<file path="config.mk">
export PLATFORM = sky130hd
export DESIGN_NAME = cmp_timer8
export DESIGN_NICKNAME = d
export VERILOG_FILES = /design/src/rtl/cmp_timer8.sv
export SDC_FILE = /design/constraint.sdc
export NUM_CORES = 1
export LEC_CHECK = 0
export BUFFER_PORTS_ARGS = -buffer_cell sky130_fd_sc_hd__buf_2
export CAP_MARGIN = 20
export CORE_MARGIN = 1
export CORE_UTILIZATION = 57
export CTS_BUF_LIST = sky130_fd_sc_hd__clkbuf_16
export CTS_CLUSTER_DIAMETER = 60
export DETAILED_ROUTE_END_ITERATION = 12
export PLACE_DENSITY_LB_ADDON = 0.12
export SYNTH_ARGS = -nofsm -noshare
export SYNTH_HDL_FRONTEND = slang
export SYNTH_SLANG_ARGS = --single-unit
</file>
<file path="constraint.sdc">
create_clock -name clk -period 2 [get_ports clk]
set_clock_uncertainty 0.05 [all_clocks]
set_input_delay 0.1 -clock clk [delete_from_list [all_inputs] [get_ports clk]]
set_output_delay 0.1 -clock clk [all_outputs]
set_load 0.01 [all_outputs]
</file>
<file path="src/rtl/cmp_timer8.sv">
module cmp_timer8 #(
  parameter int DIV_BITS = 10
) (
  input  logic       clk,
  input  logic       rst_n,
  input  logic       wr_en,
  input  logic [1:0] addr,
  input  logic [7:0] wdata,
  output logic [7:0] rdata,
  output logic       wave_out,
  output logic       wave_oe,
  output logic       irq_flag
);

  logic [DIV_BITS-1:0] presc_q;
  logic [2:0] cs_q;
  logic [1:0] cmode_q;
  logic       ctc_q, pwm_q, flag_q, blk_q, oc_q;
  logic [7:0] cnt_q, cmp_q;
  logic       tick, match, force_cmp, oc_next;

  wire wr_ctl  = wr_en && addr == 2'd0;
  wire wr_cnt  = wr_en && addr == 2'd1;
  wire wr_cmp  = wr_en && addr == 2'd2;
  wire wr_mode = wr_en && addr == 2'd3;

  always_comb begin
    case (cs_q)
      3'd0:    tick = 1'b0;
      3'd1:    tick = 1'b1;
      3'd2:    tick = &presc_q[2:0];
      3'd3:    tick = &presc_q[4:0];
      3'd4:    tick = &presc_q[5:0];
      3'd5:    tick = &presc_q[6:0];
      3'd6:    tick = &presc_q[7:0];
      default: tick = &presc_q[DIV_BITS-1:0];
    endcase
  end

  assign match     = tick && !wr_cnt && !blk_q && cnt_q == cmp_q;
  assign force_cmp = wr_ctl && wdata[7] && !pwm_q;

  always_comb begin
    case (cmode_q)
      2'd1:    oc_next = ~oc_q;
      2'd2:    oc_next = 1'b0;
      2'd3:    oc_next = 1'b1;
      default: oc_next = oc_q;
    endcase
  end

  always_ff @(posedge clk or negedge rst_n) begin
    if (!rst_n) begin
      presc_q <= '0;
      cs_q    <= '0;
      cmode_q <= '0;
      ctc_q   <= 1'b0;
      pwm_q   <= 1'b0;
      cmp_q   <= '0;
    end else begin
      presc_q <= presc_q + 1'b1;
      if (wr_ctl) cs_q <= wdata[2:0];
      if (wr_cmp) cmp_q <= wdata;
      if (wr_mode) begin
        cmode_q <= wdata[1:0];
        ctc_q   <= wdata[2];
        pwm_q   <= wdata[3];
      end
    end
  end

  always_ff @(posedge clk or negedge rst_n) begin
    if (!rst_n) begin
      cnt_q <= '0;
      blk_q <= 1'b0;
    end else if (wr_cnt) begin
      cnt_q <= wdata;
      blk_q <= 1'b1;
    end else if (tick) begin
      cnt_q <= (match && ctc_q) ? 8'd0 : cnt_q + 8'd1;
      blk_q <= 1'b0;
    end
  end

  always_ff @(posedge clk or negedge rst_n) begin
    if (!rst_n) begin
      flag_q <= 1'b0;
      oc_q   <= 1'b0;
    end else begin
      if (match) flag_q <= 1'b1;
      else if (wr_mode && wdata[7]) flag_q <= 1'b0;
      if (match || force_cmp) oc_q <= oc_next;
    end
  end

  always_comb begin
    case (addr)
      2'd0:    rdata = {5'b0, cs_q};
      2'd1:    rdata = cnt_q;
      2'd2:    rdata = cmp_q;
      default: rdata = {flag_q, 3'b0, pwm_q, ctc_q, cmode_q};
    endcase
  end

  assign wave_out = oc_q;
  assign wave_oe  = cmode_q != 2'd0;
  assign irq_flag = flag_q;

  assert_ctl_read_R8: assert property (@(posedge clk) disable iff (!rst_n)
    addr == 2'd0 |-> rdata[7:3] == 5'd0);
  assert_stop_holds_R2: assert property (@(posedge clk) disable iff (!rst_n)
    cs_q == 3'd0 && !wr_cnt |=> $stable(cnt_q));
  assert_load_R3: assert property (@(posedge clk) disable iff (!rst_n)
    wr_cnt |=> cnt_q == $past(wdata));
  assert_flag_sticky_R4: assert property (@(posedge clk) disable iff (!rst_n)
    flag_q && !(wr_mode && wdata[7]) |=> flag_q);
  assert_ctc_clear_R6: assert property (@(posedge clk) disable iff (!rst_n)
    tick && !wr_cnt && !blk_q && ctc_q && cnt_q == cmp_q |=> cnt_q == 8'd0);
  assert_force_noflag_R7: assert property (@(posedge clk) disable iff (!rst_n)
    wr_ctl && !tick && !flag_q |=> !flag_q);
  assert_block_R9: assert property (@(posedge clk) disable iff (!rst_n)
    blk_q && tick && !flag_q |=> !flag_q);

endmodule

</file>
Word level (Yosys, flattened, before mapping) --
Cells that the tools add are included.
Word-level totals: register bits 36
Operators by class: add/subtract/negate cells 2, equal/unequal tests 13, mux-type cells 10, bitwise operators 1, reduce and logical (&&, ||, !) cells 28
Operator list (number):
- $mux 8 | 3
- $pmux 8 s3 | 1
- $logic_and 1x1->1 | 11
- $add 10x1->10 const B | 1
- $reduce_and 10->1 | 1
- $eq 3x3->1 const B | 3
- $add 8x1->8 const B | 1
- $eq 2x2->1 const B | 4
- $eq 8x8->1 | 1
- $reduce_and 8->1 | 1
- $pmux 1 s7 | 1
- $reduce_and 7->1 | 1
- $eq 3x2->1 const B | 2
- $reduce_and 6->1 | 1
- $reduce_bool 2->1 | 3
- $reduce_and 5->1 | 1
- $eq 2x1->1 const B | 2
- $mux 1 | 4
- $eq 3x1->1 const B | 1
- $logic_not 1->1 | 3
- $logic_not 3->1 | 1
- $pmux 1 s3 | 1
- $reduce_and 3->1 | 1
- $reduce_bool 3->1 | 1
- 4 further kinds | 4

Logic depth before layout (Yosys ltp) --
Gate-level depths: netlist of run 1.
depth after elaboration 10, depth in mapped cells 9, gate-level depth less buffers 8

Worst setup path before layout of run 1 --
No wires, ideal clock.
path kind reg2reg, from register presc_q[0], to register cnt_q[2], library setup time 126 ps, arrival time 1667 ps, data required time 1824 ps, path slack 157 ps, cell stages (with the launch flop) 10, buffers on the path 1, cells stage by stage dfrtp_1 -> ha_1 -> and3_1 -> ha_1 -> inv_1 -> a311oi_1 -> a31o_2 -> buf_6 -> a32oi_1 -> o21ai_1
On the way: cells in the longest elaborated chain, start to end 9, elaborated cells between the ends (all ways) 15, those cells by class 4 x mux; 11 x reduce/logical
RTL lines:
- from (decl) | line 15 | logic [DIV_BITS-1:0] presc_q;
- from (signal assigned) | line 61 | presc_q <= presc_q + 1'b1;
- $reduce_and 10->1 (tied with other cells) | line 36 | default: tick = &presc_q[DIV_BITS-1:0];
- $pmux 1 s7 * | line 28 | case (cs_q)
- $logic_and 1x1->1 (3 in a row) | line 40 | assign match = tick && !wr_cnt && !blk_q && cnt_q == cmp_q;
- $logic_and 1x1->1 | line 80 | cnt_q <= (match && ctc_q) ? 8'd0 : cnt_q + 8'd1;
- $mux 8 | line 80
- $mux 8 | line 79 | end else if (tick) begin
- $mux 8 | line 76 | end else if (wr_cnt) begin
- to (signal assigned) | line 77 | cnt_q <= wdata;
- to (signal assigned) | line 80
- to (decl) | line 19 | logic [7:0] cnt_q, cmp_q;
Mark *: on every way between the ends. The rest lies on a longest branch, timed or not. The select of a mux whose other input is x is not followed. A chain may end at the register's enable or synchronous reset.

Worst setup path after layout of run 1 --
from register presc_q[1], to register cnt_q[3]
Same word-level chain as after synthesis.

==> results of run 1 <==
-- worst paths after layout --
check,end,cells after the start
max,cnt_q[3],10
min,irq_flag,2
max reg2reg,cnt_q[3],10
min reg2reg,presc_q[9],1
max in group asynchronous,presc_q[2],2
min in group asynchronous,presc_q[6],2
-- cells in the mapped netlist (2+ instances only) --
master | count | area share
dfrtp_1 | 36 | 0.45
nand2_1 | 19 | 0.036
mux2_2 | 17 | 0.096
a21oi_1 | 11 | 0.028
xor2_1 | 8 | 0.035
nand3_1 | 7 | 0.018
a32oi_1 | 6 | 0.026
nor3_1 | 6 | 0.015
o21ai_1 | 6 | 0.015
xnor2_1 | 6 | 0.026
nor2_1 | 5 | 0.0094
a22o_1 | 4 | 0.018
ha_1 | 4 | 0.025
inv_1 | 4 | 0.0075
or2_2 | 4 | 0.013
and3_1 | 3 | 0.0094
mux4_2 | 3 | 0.034
a31oi_1 | 2 | 0.0063
buf_2 | 2 | 0.0050
buf_6 | 2 | 0.011
nor2b_1 | 2 | 0.0063
nor3b_1 | 2 | 0.0075
-- sequential cells by signal, summed over array words and instances (netlist names) --
| name | flops |
|---|---|
| blk_q | 1 |
| cmode_q | 2 |
| cmp_q | 8 |
| cnt_q | 8 |
| cs_q | 3 |
| ctc_q | 1 |
| irq_flag | 1 |
| presc_q | 10 |
| pwm_q | 1 |
| wave_out | 1 |
-- cell families after synthesis --
family	count (synthesis)
AOI/OAI and AO/OA	38
muxes	20
DFF	36
buffers and inverters	11
adders and majority gates	4
and+or+nand+nor	60
xor gates and xnor gates	14
-- layer usage --
metal / routed length (um) / up-vias / GRT usage
met2: 2370 / 79 / 0.418
met5: 0 / - / 0
met3: 341 / 20 / 0.0567
li1: - / 746 / -
met4: 142 / 0 / 0.101
met1: 1980 / 814 / 0.372
-- layout make-up --
class                      count  area [um2]  area share
tap                           46        57.6      0.0237
clock inverter                 3        11.3     0.00463
multi-input combinational    136        1100       0.454
timing repair buffer          33         213      0.0875
clock buffer                   5         125      0.0515
inverter                       5        18.8     0.00772
sequential                    36         901       0.371
-- through the flow --
step           utilization  cell area, um2  setup slack, ns  instances  hold slack [ns]
6_report             0.728            2430           0.0213        264           0.0257
5_1_grt              0.728            2430          -0.0793        264           0.0382
4_1_cts              0.702            2340          0.00753        262           0.0245
3_5_place_dp         0.652            2170          -0.0854        252            0.184
2_1_floorplan            -            1990            0.157        183           -0.246
3_3_place_gp         0.652            2170           0.0599        252            0.170
-- power by group through the flow --
stage               Combinational (W)  Sequential [W]  Clock (W)
floorplan                    0.000424        0.000990          0
global placement             0.000615         0.00101          0
detailed placement           0.000641         0.00102          0
CTS                          0.000664         0.00101   0.000727
global route                 0.000770         0.00104   0.000761
finish                       0.000712         0.00102   0.000727
-- what timing repair did --
action,in CTS,in global routing
endpoints found under the hold margin,36,0
setup endpoints to repair,7,9
gates resized for setup,2,14
hold buffers,1,0
pin swaps,1,4
setup buffers,1,2
==> flow_metrics.env, run 1 <==
export IMPL_cap_violations=0
export IMPL_cts_root_buf="clkbuf_16"
export IMPL_max_stage_delay_ns=0.39
export IMPL_antenna_left=0
export IMPL_overflow=0
export IMPL_async_flop_share=1.00
export IMPL_core_area_um2=3340
export IMPL_htree_levels=2
export IMPL_worst_path_dominant_cell_family="compound AO/OA/AOI/OAI gates"
export IMPL_critPathArrivalTime_ns=2.08
export IMPL_muxShareOfSynthArea=0.130
export IMPL_finalSetupViolations=0
export IMPL_p_clk_frac=0.295
export IMPL_drt_iter0_drc=110
export IMPL_fmaxAchievable_mhz=505
export IMPL_status="finished, final reports clean"
export IMPL_drt_pass1_iter_count=4
export IMPL_cpMostUsedCell="ha_4"
export IMPL_wl_per_cell_um=18.3
export IMPL_peakVddDrop_mv=0.647
export IMPL_synth_edf_count=0
export IMPL_pwr_share_comb=0.289
export IMPL_dp_hpwl_mm=3.22
export IMPL_path_clk_slew_ns=0.06
export IMPL_seq_area_frac_synth=0.453
export IMPL_critPathBufInv=3
export IMPL_p_sw_w=0.000810
export IMPL_cp_start_kind="flip-flop"
export IMPL_power_w=0.00246
export IMPL_setup_tns_final_ns=0
export IMPL_avgSynthCellArea_um2=10.9
export IMPL_sequentialPowerShare=0.415
export IMPL_p_per_area_nw_per_um2=1010
export IMPL_worstHoldPathType="primary input to flip-flop"
export IMPL_area_growth_pct=22.2
export IMPL_startpoint="presc_q[1]"
export IMPL_gp_congestion=0.802
export IMPL_die_w_um=61.1
export IMPL_synth_top_family_by_area="simple AND/OR/NAND/NOR gates"
export IMPL_path_max_fanout=6
export IMPL_layout_commonest_cell="dfrtp_1"
export IMPL_rr_startpoint="presc_q[1]"
export IMPL_fin_crit_ns=1.98
export IMPL_rows=21
export IMPL_cts_tree="yes"
export IMPL_grt_pass1_vias=1503
export IMPL_die_area_um2=3730
export IMPL_synth_xor_area_frac=0.0617
export IMPL_max_slew_worst_pin_slew_ns=0.808
export IMPL_ys_warn_count=0
export IMPL_io_buffers=23
export IMPL_drive_gt1_frac=0.367
export IMPL_critPathSlowestCell="dfrtp_1"
export IMPL_relSlewSlack=0.462
export IMPL_viasPerCell=6.28
export IMPL_synthAdderAreaFrac=0.0252
export IMPL_drc=0
export IMPL_cts_sinks=36
export IMPL_ctsLongestPathBuffers=2
export IMPL_groute_usage_overall=0.269
export IMPL_antenna_found_initial=0
export IMPL_synth_simple_area_share=0.164
export IMPL_ys_flop_type="dfrtp_1"
export IMPL_crit_required_ns=2.10
export IMPL_endpoint_kind="flip-flop"
export IMPL_min_delay_start="wdata[7]"
export IMPL_syn_instance_count=183
export IMPL_clock_latency_ns=0.28
export IMPL_grt_pass1_wl_mm=7.13
export IMPL_syn_nets=200
export IMPL_path_cells="ha_4, and3_4, ha_4, inv_2, a311oi_2, buf_4, a31oi_4, buf_6, a21oi_1, o21ai_1"
export IMPL_grt_max_degree=37
export IMPL_via_count=1659
export IMPL_synthDistinctLibCells=46
export IMPL_mappedNetlistArea_um2=1990
export IMPL_drv_slew=0
export IMPL_start_util=0.596
export IMPL_internal_power_w=0.00165
export IMPL_nets=234
export IMPL_nFillCells=243
export IMPL_finalCritPeriodShare=0.989
export IMPL_power_leakage_nw=1.06
export IMPL_final_cell_mix="dfrtp_1, buf_2, nand2_1"
export IMPL_synth_seq_cells=36
export IMPL_reg2reg_slack_ns=0.02
export IMPL_totalWireLength_mm=4.83
export IMPL_die_height_um=61.1
export IMPL_rsz0062_at_grt="true"
export IMPL_io_pins=24
export IMPL_p_sw_frac=0.329
export IMPL_synth_compound_area_frac=0.134
export IMPL_numCtsBuffers=5
export IMPL_path_class="flip-flop to flip-flop"
export IMPL_hold_viol_final=0
export IMPL_antenna_diode_count=0
No activity file was read; power rests on OpenSTA's default activity.
==> inputs of run 2 (changes only) <==
--- a/config.mk
+++ b/config.mk
@@ -7,8 +7,10 @@
 export LEC_CHECK = 0
 export BUFFER_PORTS_ARGS = -buffer_cell sky130_fd_sc_hd__buf_2
 export CAP_MARGIN = 20
+export CELL_PAD_IN_SITES_DETAIL_PLACEMENT = 1
+export CELL_PAD_IN_SITES_GLOBAL_PLACEMENT = 2
 export CORE_MARGIN = 1
-export CORE_UTILIZATION = 57
+export CORE_UTILIZATION = 38
 export CTS_BUF_LIST = sky130_fd_sc_hd__clkbuf_16
 export CTS_CLUSTER_DIAMETER = 60
 export DETAILED_ROUTE_END_ITERATION = 12
==> flow_metrics.env, run 2 (synthesis gave the netlist of run 1 again) <==
export IMPL_numCtsBuffers=5
export IMPL_p_per_area_nw_per_um2=999
export IMPL_area_growth_pct=24.2
export IMPL_die_area_um2=5520
export IMPL_path_max_fanout=5
export IMPL_fin_util=0.506
export IMPL_critPathBufInv=3
export IMPL_groute_usage_overall=0.213
export IMPL_drt_pass1_iter_count=4
export IMPL_max_slew_worst_pin_slew_ns=0.826
export IMPL_grt_pass1_vias=1634
export IMPL_cts_tree="yes"
export IMPL_worst_path_dominant_cell_family="compound AO/OA/AOI/OAI gates"
export IMPL_crit_cells=10
export IMPL_rows=25
export IMPL_ctsLongestPathBuffers=2
export IMPL_crit_required_ns=2.10
export IMPL_nets=238
export IMPL_drv_slew=0
export IMPL_worstHoldPathType="primary input to flip-flop"
export IMPL_relSlewSlack=0.450
export IMPL_drc=0
export IMPL_critPathSlowestCell="dfrtp_1"
export IMPL_drive_gt1_frac=0.405
export IMPL_rr_worst_depth=10
export IMPL_finalCritPeriodShare=0.988
export IMPL_clock_latency_ns=0.28
export IMPL_die_w_um=74.3
export IMPL_critPathArrivalTime_ns=2.08
export IMPL_path_clk_slew_ns=0.06
export IMPL_io_buffers=23
export IMPL_rsz0062_at_grt="true"
export IMPL_stdcell_count=289
export IMPL_totalWireLength_mm=5.42
export IMPL_io_pins=24
export IMPL_worst_slack_ns=0.0250
export IMPL_path_class="flip-flop to flip-flop"
export IMPL_fmaxAchievable_mhz=506
export IMPL_largest_reg_flops=10
export IMPL_reg_largest_list="presc_q x10, cmp_q x8, cnt_q x8"
export IMPL_viasPerCell=5.51
export IMPL_cts_sinks=36
export IMPL_htree_levels=2
export IMPL_finalSetupViolations=0
export IMPL_fin_crit_ns=1.98
export IMPL_peakVddDrop_mv=0.597
export IMPL_die_height_um=74.3
export IMPL_path_cells="ha_2, and3_4, ha_4, inv_2, a311oi_2, buf_4, a31oi_2, buf_6, a21oi_2, o21ai_1"
export IMPL_power_leakage_nw=1.07
export IMPL_via_count=1592
export IMPL_cp_start_kind="flip-flop"
export IMPL_reg2reg_slack_ns=0.02
export IMPL_dp_cells=275
export IMPL_drt_iter0_drc=72
export IMPL_setup_tns_final_ns=0
export IMPL_antenna_found_initial=0
export IMPL_antenna_left=0
export IMPL_largest_register="presc_q"
export IMPL_layout_commonest_cell="dfrtp_1"
export IMPL_status="finished, final reports clean"
export IMPL_dp_hpwl_mm=3.75
export IMPL_whs_path_depth=2
export IMPL_grt_max_degree=37
export IMPL_start_util=0.407
export IMPL_wl_per_cell_um=18.8
export IMPL_final_cell_mix="dfrtp_1, buf_2, nand2_1"
export IMPL_cap_violations=0
export IMPL_hold_viol_final=0
export IMPL_preCtsSetupSlack_ns=-0.0486
export IMPL_antenna_diode_count=0
export IMPL_endpoint_kind="flip-flop"
export IMPL_max_stage_delay_ns=0.36
export IMPL_cts_root_buf="clkbuf_16"
export IMPL_grt_pass1_wl_mm=8.49
export IMPL_overflow=0
export IMPL_core_area_um2=4880
export IMPL_gp_congestion=0.779
[run 2: cell types whose count changed in the layout (fill, tap and decap cells not counted), sizes merged]
cell / delta
buf: +4
[run 2: final timing paths]
path,start,endpoint
worst min-delay path,wdata[7],irq_flag
worst min register to register,blk_q,blk_q
min in group asynchronous,rst_n,presc_q[7]
worst max-delay path,presc_q[1],cnt_q[2]
max in group asynchronous,rst_n,cnt_q[2]
worst max register to register,presc_q[1],cnt_q[2]
[run 2: layout make-up]
cell class	count	area, um2
Clock buffer	5	125
Fill cell	555	2410
Clock inverter	3	11.3
Sequential cell	36	901
Timing Repair Buffer	37	230
Multi-Input combinational cell	136	1100
Inverter	5	18.8
Tap cell	67	83.8
[run 2: timing repair]
item / 4_1_cts / 5_1_grt
hold buffers: 1 / 0
setup buffers: 3 / 1
pin swaps: 3 / 5
setup endpoints to repair: 6 / 7
gates cloned: 0 / 1
endpoints found under the hold margin: 36 / 0
gates resized for setup: 3 / 17
[run 2: power by group]
part	switching, W	total, W	internal, W
Combinational	0.000363	0.000707	0.000344
Clock	0.000295	0.000743	0.000448
Sequential	0.000163	0.00102	0.000855
Total	0.000820	0.00247	0.00165
[run 2: metal layers]
metal / up-vias / share of wire / wire length [um] / track usage
met5: - / 0 / 0 / 0
met2: 24 / 0.47 / 2520 / 0.326
li1: 750 / - / - / -
met1: 813 / 0.50 / 2690 / 0.301
met3: 5 / 0.028 / 150 / 0.0501
met4: 0 / 0.0098 / 53 / 0.0629
[run 2: stage by stage]
stage / area, um2 / power (W) / hold WS [ns]
after floorplan: 1990 / 0.00141 / -0.246
after global placement: 2200 / 0.00164 / 0.184
after detailed placement: 2200 / 0.00167 / 0.205
after CTS: 2380 / 0.00243 / 0.00662
after global routing: 2470 / 0.00259 / 0.0143
final: 2470 / 0.00247 / 0.00175
